`config.mk`:
```
export PLATFORM = sky130hd
export DESIGN_NAME = addr_issue_regulator
export DESIGN_NICKNAME = d
export VERILOG_FILES = /design/src/rtl/air_pkg.sv /design/src/rtl/air_token_bucket.sv /design/src/rtl/air_ot_counter.sv /design/src/rtl/air_gate.sv /design/src/rtl/addr_issue_regulator.sv
export SDC_FILE = /design/constraint.sdc
export NUM_CORES = 1
export LEC_CHECK = 0
export CORE_UTILIZATION = 31
export DETAILED_ROUTE_END_ITERATION = 7
export PLACE_DENSITY_LB_ADDON = 0.08
export SLEW_MARGIN = 10
export SYNTH_ARGS = -nofsm -noshare
export SYNTH_HDL_FRONTEND = slang
export SYNTH_HIERARCHICAL = 1
export SYNTH_SLANG_ARGS = --single-unit
```
`constraint.sdc`:
```
create_clock -name clk -period 4.9 [get_ports clk]
set_input_delay 0.735 -clock clk [delete_from_list [all_inputs] [get_ports clk]]
set_output_delay 0.735 -clock clk [all_outputs]
set_load 0.02 [all_outputs]
```
`src/rtl/air_pkg.sv`:
```
package air_pkg;
  typedef enum logic [1:0] {
    GATE_OPEN      = 2'd0,
    GATE_OT_HOLD   = 2'd1,
    GATE_RATE_HOLD = 2'd2,
    GATE_BOTH_HOLD = 2'd3
  } gate_state_e;
endpackage

```
`src/rtl/air_token_bucket.sv`:
```
module air_token_bucket #(
  parameter int CYC_W = 8,
  parameter int TOK_W = 4
) (
  input  logic             clk,
  input  logic             rst,
  input  logic [CYC_W-1:0] cfg_cycles,
  input  logic [TOK_W-1:0] cfg_burst,
  input  logic             consume,
  output logic [TOK_W-1:0] tokens,
  output logic             has_token
);
  localparam logic [CYC_W-1:0] CYC_ONE = CYC_W'(1);
  localparam logic [TOK_W-1:0] TOK_ONE = TOK_W'(1);

  logic [CYC_W-1:0] div_q, div_d, eff_cycles;
  logic [TOK_W-1:0] tok_q, tok_d, eff_burst;
  logic [TOK_W:0]   sum;
  logic             tick;

  always_comb begin
    eff_cycles = (cfg_cycles == '0) ? CYC_ONE : cfg_cycles;
    eff_burst  = (cfg_burst == '0) ? TOK_ONE : cfg_burst;
    tick       = (div_q >= (eff_cycles - CYC_ONE));
    div_d      = tick ? '0 : (div_q + CYC_ONE);
    sum        = {1'b0, tok_q} + {{TOK_W{1'b0}}, tick} - {{TOK_W{1'b0}}, consume};
    if (sum > {1'b0, eff_burst}) tok_d = eff_burst;
    else                         tok_d = sum[TOK_W-1:0];
  end

  always_ff @(posedge clk) begin
    if (rst) begin
      div_q <= '0;
      tok_q <= TOK_ONE;
    end else begin
      div_q <= div_d;
      tok_q <= tok_d;
    end
  end

  assign tokens    = tok_q;
  assign has_token = (tok_q != '0);
endmodule

```
`src/rtl/air_ot_counter.sv`:
```
module air_ot_counter #(
  parameter int OT_W = 5
) (
  input  logic            clk,
  input  logic            rst,
  input  logic            inc,
  input  logic            dec,
  output logic [OT_W-1:0] count
);
  localparam logic [OT_W-1:0] OT_ONE = OT_W'(1);
  localparam logic [OT_W-1:0] OT_TOP = {OT_W{1'b1}};

  logic [OT_W-1:0] cnt_q, cnt_d;
  logic            dec_ok;

  always_comb begin
    dec_ok = dec && ((cnt_q != '0) || inc);
    cnt_d  = cnt_q;
    if (inc && !dec_ok) begin
      if (cnt_q != OT_TOP) cnt_d = cnt_q + OT_ONE;
    end else if (dec_ok && !inc) begin
      cnt_d = cnt_q - OT_ONE;
    end
  end

  always_ff @(posedge clk) begin
    if (rst) cnt_q <= '0;
    else     cnt_q <= cnt_d;
  end

  assign count = cnt_q;
endmodule

```
`src/rtl/air_gate.sv`:
```
module air_gate #(
  parameter int OT_W = 5
) (
  input  logic                  rate_en,
  input  logic                  ot_en,
  input  logic                  has_token,
  input  logic [OT_W-1:0]       ot_count,
  input  logic [OT_W-1:0]       max_ot,
  input  logic                  up_valid,
  input  logic                  down_ready,
  output logic                  down_valid,
  output logic                  up_ready,
  output logic                  handshake,
  output air_pkg::gate_state_e  state
);
  import air_pkg::*;
  logic ot_hold, rate_hold, open_g;

  always_comb begin
    ot_hold   = ot_en && (ot_count >= max_ot);
    rate_hold = rate_en && !has_token;
    case ({rate_hold, ot_hold})
      2'b00:   state = GATE_OPEN;
      2'b01:   state = GATE_OT_HOLD;
      2'b10:   state = GATE_RATE_HOLD;
      default: state = GATE_BOTH_HOLD;
    endcase
    open_g     = (state == GATE_OPEN);
    down_valid = up_valid && open_g;
    up_ready   = down_ready && open_g;
    handshake  = up_valid && down_ready && open_g;
  end
endmodule

```
`src/rtl/addr_issue_regulator.sv`:
```
module addr_issue_regulator #(
  parameter int PAYLOAD_W = 40,
  parameter int OT_W      = 5,
  parameter int CYC_W     = 8,
  parameter int TOK_W     = 4
) (
  input  logic                 clk,
  input  logic                 rst,
  input  logic                 cfg_rate_en,
  input  logic                 cfg_ot_en,
  input  logic [OT_W-1:0]      cfg_max_ot,
  input  logic [CYC_W-1:0]     cfg_cycles,
  input  logic [TOK_W-1:0]     cfg_burst,
  input  logic                 up_valid,
  output logic                 up_ready,
  input  logic [PAYLOAD_W-1:0] up_payload,
  output logic                 down_valid,
  input  logic                 down_ready,
  output logic [PAYLOAD_W-1:0] down_payload,
  input  logic                 cpl_valid
);
  import air_pkg::*;

  logic [TOK_W-1:0] tokens;
  logic [OT_W-1:0]  ot_count;
  logic             has_token, handshake;
  gate_state_e      gate_state;

  air_token_bucket #(.CYC_W(CYC_W), .TOK_W(TOK_W)) bucket_i (
    .clk        (clk),
    .rst        (rst),
    .cfg_cycles (cfg_cycles),
    .cfg_burst  (cfg_burst),
    .consume    (handshake && cfg_rate_en),
    .tokens     (tokens),
    .has_token  (has_token)
  );

  air_ot_counter #(.OT_W(OT_W)) ot_i (
    .clk   (clk),
    .rst   (rst),
    .inc   (handshake),
    .dec   (cpl_valid),
    .count (ot_count)
  );

  air_gate #(.OT_W(OT_W)) gate_i (
    .rate_en    (cfg_rate_en),
    .ot_en      (cfg_ot_en),
    .has_token  (has_token),
    .ot_count   (ot_count),
    .max_ot     (cfg_max_ot),
    .up_valid   (up_valid),
    .down_ready (down_ready),
    .down_valid (down_valid),
    .up_ready   (up_ready),
    .handshake  (handshake),
    .state      (gate_state)
  );

  assign down_payload = up_payload;
endmodule

```
---- Word level (Yosys, flattened, before mapping) ----
Index checks and enable logic that the tools add are counted.
word-level totals
  bits in registers ....................... 17
  output and inout port bits .............. 42
operators by class
  add/sub/neg operators ................... 6
  muxes and demuxes ....................... 7
  magnitude comparators ................... 3
  equality and inequality tests ........... 4
  reduce and logical (&&, ||, !) cells .... 23
operator list
  cell                                               number
  two-way mux 5 bit                                  3
  logical AND 1 bit                                  10
  adder 8 x 1 -> 8 bit (second input constant)       1
  >= comparator 8 bit                                1
  zero test 8 bit                                    1
  two-way mux 4 bit                                  2
  two-way mux 8 bit                                  1
  subtractor 8 x 1 -> 8 bit (second input constant)  1
  case mux 2 bit (3 select lines)                    1
  adder 4 x 1 -> 5 bit                               1
  adder 5 x 1 -> 5 bit (second input constant)       1
  >= comparator 5 bit                                1
  greater-than comparator 5 x 4 -> 1 bit             1
  != test 5 bit (second input constant)              1
  nonzero test 5 bit                                 1
  subtractor 5 x 1 -> 5 bit                          1
  subtractor 5 x 1 -> 5 bit (second input constant)  1
  zero test 2 bit                                    2
  zero test 4 bit                                    1
  nonzero test 4 bit                                 1
  zero test 1 bit                                    3
  == test 2 x 1 -> 1 bit (second input constant)     1
  == test 2 bit (second input constant)              1
  != test 2 bit (second input constant)              1
  4 further kinds                                    4

---- Longest topological paths before layout ----
Gate-level depths: netlist of run 1.
  depth in word-level cells ............... 13
  gate-level depth with buffers ........... 22
  mapped depth without buffers ............ 22

---- Modules after synthesis ----
Netlist of run 1, hierarchy kept.
by module, submodules not included
  module                times used  area an instance (um^2)  seq. area each (um^2)  cells each
  air_token_bucket      1           1042.2                   240.2                  121
  air_ot_counter        1           389.1                    100.1                  41
  addr_issue_regulator  1           306.5                    0.0                    41
  air_gate              1           177.7                    0.0                    27

---- Least setup slack after synthesis of run 1 ----
OpenSTA, ideal clock, no wires.
  kind .................................... in2reg
  from .................................... input cfg_cycles[1]
  to ...................................... register bucket_i.tok_q[2], in the netlist bucket_i/tokens[2]
  slack ................................... 0.195 ns
  stages .................................. 21
  required time ........................... 4.769 ns
  path buffers ............................ 0
  data arrival time ....................... 4.574 ns
  path through ............................ nor4_1 > a31oi_1 > ha_1 > nand2_1 > nor3_1 > xnor2_1 > ha_1 > nand4_1 > nor3_2 > nor2_1 > ha_1 > inv_1 > ha_1 > fa_1 > xor2_1 > ha_1 > and2_1 > o21ai_0 > a32o_1 > a21oi_1 > nor3_1
on the way
  cells in the longest elaborated chain, start to end .. 8
ends and longest elaborated chain
  element                                 RTL line                    source
  from (decl)                             addr_issue_regulator.sv:12  input logic [CYC_W-1:0] cfg_cycles,
  zero test 8 bit                         air_token_bucket.sv:22      eff_cycles = (cfg_cycles == '0) ? CYC_ONE : cfg_cycles;
  two-way mux 8 bit *                     air_token_bucket.sv:22
  subtractor 8 x 1 -> 8 bit *             air_token_bucket.sv:24      tick = (div_q >= (eff_cycles - CYC_ONE));
  >= comparator 8 bit *                   air_token_bucket.sv:24
  adder 4 x 1 -> 5 bit *                  air_token_bucket.sv:26      sum = {1'b0, tok_q} + {{TOK_W{1'b0}}, tick} - {{TOK_W{1'b0}}, consume};
  subtractor 5 x 1 -> 5 bit *             air_token_bucket.sv:26
  greater-than comparator 5 x 4 -> 1 bit  air_token_bucket.sv:27      if (sum > {1'b0, eff_burst}) tok_d = eff_burst;
  two-way mux 4 bit *                     air_token_bucket.sv:27
  to (signal assigned)                    air_token_bucket.sv:37      tok_q <= tok_d;
  to (decl)                               air_token_bucket.sv:17      logic [TOK_W-1:0] tok_q, tok_d, eff_burst;
Every way passes the cells marked *; elsewhere a longest branch is shown, timed or not.
A chain may end at the register's enable or synchronous reset.

---- Worst setup path after layout of run 1 ----
  from .................................... input cfg_cycles[2]
  to ...................................... register bucket_i.tok_q[2], in the netlist bucket_i/tokens[2]
The elaborated chain is that of the path after synthesis.

==> summary.md, run 1 <==
| Metric | Value |
|---|---|
| Reg-to-reg startpoint | `ot_i/count[0]` |
| Critical Path Sink Type | `flop` |
| HP Start | `bucket_i/div_q[0]` |
| Worst Hold End | `bucket_i/div_q[0]` |
| Worst reg2reg path depth | `16` |
| Total track usage | `0.119` |
| First-pass GRT wire length | `6.12 mm` |
| Final Hold Fails | `0` |
| Initial core utilization | `0.322` |
| Total power | `1000 µW` |
| Synth-to-layout area growth | `14.7%` |
| Outcome | `finished, final reports clean` |
| Cell area after synthesis | `1910 µm²` |
| Post-DP Area | `2060 µm²` |
| Tcrit/Tclk final | `0.958` |
| Cells after synthesis | `228` |
| Post-route ant nets | `0` |
| Fraction of layout cells with a size suffix above 1 | `0.189` |
| Final Wtd Congestion | `0.766` |
| Peak VDD IR | `0.000217 V` |
| Initial drt markers | `28` |
| Clock transition at path regs | `0.07 ns` |
| Register area | `340 µm²` |
| Critical Path Source Type | `primary input` |
| Vias in the first global route | `1387` |
| Leakage | `0.000966 µW` |
| Die width | `80.4 µm` |
| Number of warnings issued by yosys | `6` |
| Largest net degree at the start of global routing | `20` |
| Worst EP required | `5.01 ns` |
| Worst-margin pin slew | `0.716 ns` |
| Tmin final | `4.69 ns` |
| Sink Count | `17` |
| FF-to-FF End | `bucket_i/tokens[2]` |
| Slew HR | `0.521` |
| Rows | `28` |
| # IOs | `106` |
| Multi-input gate area | `1250 µm²` |
| P per Cell Area | `459 nW/µm²` |
| Clock Skews | `0.00212 ns` |
| # setup viols final | `0` |
| H-tree depth | `1` |
| Net count, final | `328` |
| Routed len/inst | `12.8 µm` |
| Fillers | `624` |
| DR pass1 iterations | `4` |
| Worst-Skew Late Latency | `0.25 ns` |
| Finished Cell Area | `2190 µm²` |
| Post-DP HPWL | `3.15 mm` |
| Fin util | `0.369` |
| Gr ovfl total | `0` |
| Hold Path Depth | `1` |
| Max-slew violation count | `0` |
| Synth Net Count | `322` |
| CTS tree | `built` |
| Vias | `1510` |
| Worst path arrival time | `4.81 ns` |
| Commonest non-fill, non-tap cell in the layout | `ha_1` |
| CP Class | `primary input to flop` |
| Clock root buffer | `clkbuf_8` |
| Post-Route WL | `3.93 mm` |
| Syn_area_per_cell | `8.36 µm²` |
| CTS Hold Buffers Added | `0` |
| Most frequent cells in the layout | `ha_1 (27), clkdlybuf4s50_1 (21), inv_1 (17), dfxtp_1 (17), buf_4 (17)` |
| Die Area | `6460 µm²` |
| TritonCTS Buffers | `3` |
| CP max FO | `4` |
| Tightest Hold Check Type | `flop to flop` |
| CTS Buffer Depth | `2` |
| DIE HEIGHT | `80.4 µm` |
| Drt drc | `0` |
| Max_cap viols | `0` |
| Flop2flop setup slack | `1.12 ns` |
| Number of I/O port buffers | `25` |
| Initial antenna violation count | `0` |
| # diodes | `0` |
| Drt via density | `4.90` |
| Core footprint | `5920 µm²` |
| Worst Setup SP | `cfg_cycles[2]` |
| Highest clock rate | `0.213 GHz` |
metal layers:
layer / track usage / wire length (µm)
met3: 0.0227 / 201
met4: 0.0357 / 33
met5: 0 / 0
met1: 0.153 / 1840
met2: 0.201 / 1860
sequential cells by signal, indices dropped and copies added, names as in the netlist:
name / cells
bucket_i/tokens: 4
bucket_i/div_q: 8
ot_i/count: 5
how the worst max path moves through the flow:
stage | cells after the start | to | slack, ns
global placement | 22 | bucket_i/tokens[2] | -0.23
finish | 22 | bucket_i/tokens[2] | 0.21
global route | 23 | bucket_i/tokens[2] | -0.006
floorplan | 21 | bucket_i/tokens[2] | 0.19
CTS | 22 | bucket_i/tokens[2] | 0.05
detailed placement | 22 | bucket_i/tokens[2] | -0.39
worst max-delay path, stage by stage:
cell	delay, ns
clkdlybuf4s50_1	0.48
nor2_1	0.07
a31oi_2	0.20
ha_2	0.22
nand2_1	0.07
nor3_1	0.17
xnor2_1	0.10
ha_1	0.29
nand4_1	0.13
nor3_2	0.22
nor2_1	0.08
ha_1	0.27
inv_1	0.04
ha_1	0.20
a21o_1	0.19
a21oi_1	0.17
xor2_1	0.22
ha_1	0.28
and2_4	0.18
a32o_2	0.30
a21oi_2	0.15
nor3_1	0.06
layout make-up:
type,instances,area share
multi-input cells,153,0.574
repair buffers,42,0.177
inverters,17,0.0292
flip-flops and latches,17,0.156
well taps,75,0.0429
clock buffers,4,0.0206
metrics by stage:
| step | setup WS (ns) | hold slack, ns | std cells | TNS [ns] |
|---|---|---|---|---|
| 5_1_grt | -0.00642 | 0.578 | 308 | -0.00642 |
| 4_1_cts | 0.0537 | 0.537 | 307 | 0 |
| 3_3_place_gp | -0.226 | 0.519 | 302 | -0.732 |
| 2_1_floorplan | 0.195 | 0.471 | 228 | 0 |
| 6_report | 0.205 | 0.539 | 308 | 0 |
| 3_5_place_dp | -0.390 | 0.524 | 302 | -1.44 |
report_power, final:
group / switching (µW) / internal [µW]
registers: 43.3 / 172
clock network: 48.5 / 57.8
logic: 346 / 336
total: 437 / 565
timing repair:
action | 4_1_cts | 5_1_grt
endpoints found under the hold margin | 0 | 0
resized for setup | 2 | 16
buffers inserted | 1 | 1
pin swaps | 3 | 5
setup endpoints to repair | 4 | 4
gates cloned | 0 | 0
No activity file was read; power rests on OpenSTA's default activity.
==> run 2, diff against run 1 <==
Settings changed: PLACE_DENSITY set to 0.72, PLACE_DENSITY_LB_ADDON 0.08 to unset.
==> run 2 against run 1 <==
Wire length fell by 8.1%. Sequential power barely moved. Cell count fell by 0.32%. Critical endpoint unchanged. Largest power group unchanged. Highest routed layer unchanged.
==> summary.md, run 2 (same netlist as run 1, synthesis figures left out) <==
| Metric | Value |
|---|---|
| Critical Path Sink Type | `flop (unchanged)` |
| Final Hold Fails | `0 (unchanged)` |
| Post-route ant nets | `0 (unchanged)` |
| Tmin final | `4.55 ns (was 4.69 ns)` |
| DIE HEIGHT | `80.4 µm (unchanged)` |
| Fillers | `596 (was 624)` |
| Fin Setup TNS | `0 ns (unchanged)` |
| Reg-to-reg startpoint | `ot_i/count[0] (unchanged)` |
| Post-CTS setup buffers | `0 (was 1)` |
| CP Class | `primary input to flop (unchanged)` |
| CTS tree | `built (unchanged)` |
| Net count, final | `327 (was 328)` |
| Rows | `28 (unchanged)` |
| Core footprint | `5920 µm² (unchanged)` |
| Drt drc | `0 (unchanged)` |
| Outcome | `finished, final reports clean (unchanged)` |
| RSZ-0062 raised after global routing | `false` |
| Max_cap viols | `0 (unchanged)` |
| Post-Route WL | `3.62 mm (was 3.93 mm)` |
| TritonCTS Buffers | `3 (unchanged)` |
| Worst path arrival time | `4.65 ns (was 4.81 ns)` |
| P per Cell Area | `453 nW/µm² (was 459 nW/µm²)` |
| FF-to-FF End | `bucket_i/tokens[2] (unchanged)` |
| Tightest Hold Check Type | `flop to flop (unchanged)` |
| Gr ovfl total | `0 (unchanged)` |
| H-tree depth | `1 (unchanged)` |
| CTS Buffer Depth | `2 (unchanged)` |
| Vias | `1482 (was 1510)` |
| Hold Path Depth | `1 (unchanged)` |
| Non-filler instance count after layout | `307 (was 308)` |
| Slew HR | `0.526 (was 0.521)` |
| Flop2flop setup slack | `1.15 ns (was 1.12 ns)` |
| # diodes | `0 (unchanged)` |
| Vias in the first global route | `1444 (was 1387)` |
| # IOs | `106 (unchanged)` |
| HP Start | `bucket_i/div_q[0] (unchanged)` |
| Routed len/inst | `11.8 µm (was 12.8 µm)` |
| First-pass GRT wire length | `5.85 mm (was 6.12 mm)` |
| Final Wtd Congestion | `0.810 (was 0.766)` |
| Largest net degree at the start of global routing | `20 (unchanged)` |
| Worst Hold End | `bucket_i/div_q[0] (unchanged)` |
| Number of I/O port buffers | `25 (unchanged)` |
| Worst-margin pin slew | `0.709 ns (was 0.716 ns)` |
| # setup viols final | `0 (unchanged)` |
| Drt via density | `4.83 (was 4.90)` |
| Max-slew violation count | `0 (unchanged)` |
| CP max FO | `4 (unchanged)` |
| Place WS | `-0.308 ns (was -0.390 ns)` |
| Synth-to-layout area growth | `14.8% (was 14.7%)` |
| Clock Skews | `0.00100 ns (was 0.00212 ns)` |
| Initial drt markers | `36 (was 28)` |
| Clock transition at path regs | `0.07 ns (about the same)` |
| Highest clock rate | `0.220 GHz (was 0.213 GHz)` |
| Commonest non-fill, non-tap cell in the layout | `ha_1 (unchanged)` |
| Initial core utilization | `0.322 (unchanged)` |
| Post-route setup slack | `0.353 ns (was 0.205 ns)` |
| Peak VDD IR | `0.000174 V (was 0.000217 V)` |
| CTS Hold Buffers Added | `0 (unchanged)` |
| Worst EP required | `5.01 ns (about the same)` |
| Post-DP HPWL | `2.97 mm (was 3.15 mm)` |
| Max reg flops | `8 (unchanged)` |
| Most frequent cells in the layout | `ha_1 (28), clkdlybuf4s50_1 (21), inv_1 (17), dfxtp_1 (17), buf_4 (16) (was ha_1 (27), clkdlybuf4s50_1 (21), inv_1 (17), dfxtp_1 (17), buf_4 (17))` |
| Placed instance count | `303 (was 302)` |
| Sink Count | `17 (unchanged)` |
| Die Area | `6460 µm² (unchanged)` |
| Leakage | `0.000969 µW (was 0.000966 µW)` |
| Worst reg2reg path depth | `16 (unchanged)` |
| Critical Path Source Type | `primary input (unchanged)` |
| Total track usage | `0.114 (was 0.119)` |
| Clock root buffer | `clkbuf_8 (unchanged)` |
| Tcrit/Tclk final | `0.928 (was 0.958)` |
| Die width | `80.4 µm (unchanged)` |
| DR pass1 iterations | `3 (was 4)` |
| Worst-Skew Late Latency | `0.25 ns (about the same)` |
| Fraction of layout cells with a size suffix above 1 | `0.190 (was 0.189)` |
| Largest register by flop count | `bucket_i/div_q (unchanged)` |
| Initial antenna violation count | `0 (unchanged)` |
==> run 2: what timing repair did <==
action	4_1_cts	5_1_grt
setup endpoints to repair	1	4
resized for setup	1	17
pin swaps	0	7
==> run 2: worst max-delay path, cell delays in order <==
cell             delay (ns)
clkdlybuf4s50_1        0.48
nor2_1                 0.06
a31oi_2                0.18
ha_1                   0.19
nand2_1                0.08
buf_4                  0.14
xor2_1                 0.13
ha_1                   0.27
nand4_1                0.11
nor3_2                 0.14
nor2_1                 0.07
ha_1                   0.27
inv_1                  0.03
ha_1                   0.20
fa_2                   0.37
xor2_2                 0.17
ha_1                   0.28
and2_4                 0.15
o21ai_1                0.09
a32o_2                 0.29
a21oi_2                0.17
nor3_2                 0.06
==> run 2: layout make-up <==
type | count | area, µm² | share of cell area
repair buffers | 41 | 380 | 0.174
well taps | 75 | 93.8 | 0.0429
clock inverters | 1 | 5.00 | 0.00229
clock buffers | 3 | 41.3 | 0.0189
multi-input cells | 153 | 1260 | 0.577
inverters | 17 | 63.8 | 0.0292
flip-flops and latches | 17 | 340 | 0.156
==> run 2: worst max path at each step <==
stage	from	end	cells after the start	slack (ns)
2_1_floorplan	cfg_cycles[1]	bucket_i/tokens[2]	21	0.19
5_1_grt	cfg_cycles[3]	bucket_i/tokens[3]	23	0.01
3_3_place_gp	cfg_cycles[1]	bucket_i/tokens[2]	23	-0.12
3_5_place_dp	cfg_cycles[1]	bucket_i/tokens[2]	21	-0.31
4_1_cts	cfg_cycles[1]	bucket_i/tokens[2]	21	0.01
6_report	cfg_cycles[3]	bucket_i/tokens[2]	22	0.35
==> run 2: layer usage <==
layer,GRT usage,vias up,part of all wire
met4,0.0339,0,0.010
met5,0,-,0
li1,-,775,-
met3,0.0295,6,0.042
met2,0.212,20,0.51
met1,0.124,681,0.44
==> run 2: through the flow <==
stage	hold slack, ns	util	total power [µW]	area, µm²
3_5_place_dp	0.502	0.349	817	2070
3_3_place_gp	0.509	0.349	795	2070
2_1_floorplan	0.471	-	699	1910
4_1_cts	0.522	0.358	925	2120
6_report	0.518	0.369	992	2190
5_1_grt	0.544	0.369	1090	2190
==> run 2: power breakdown <==
group / leakage (µW) / internal [µW] / switching, µW
logic: 0.000804 / 325 / 351
clock network: 0.0000255 / 56.3 / 46.9
registers: 0.000140 / 172 / 41.6
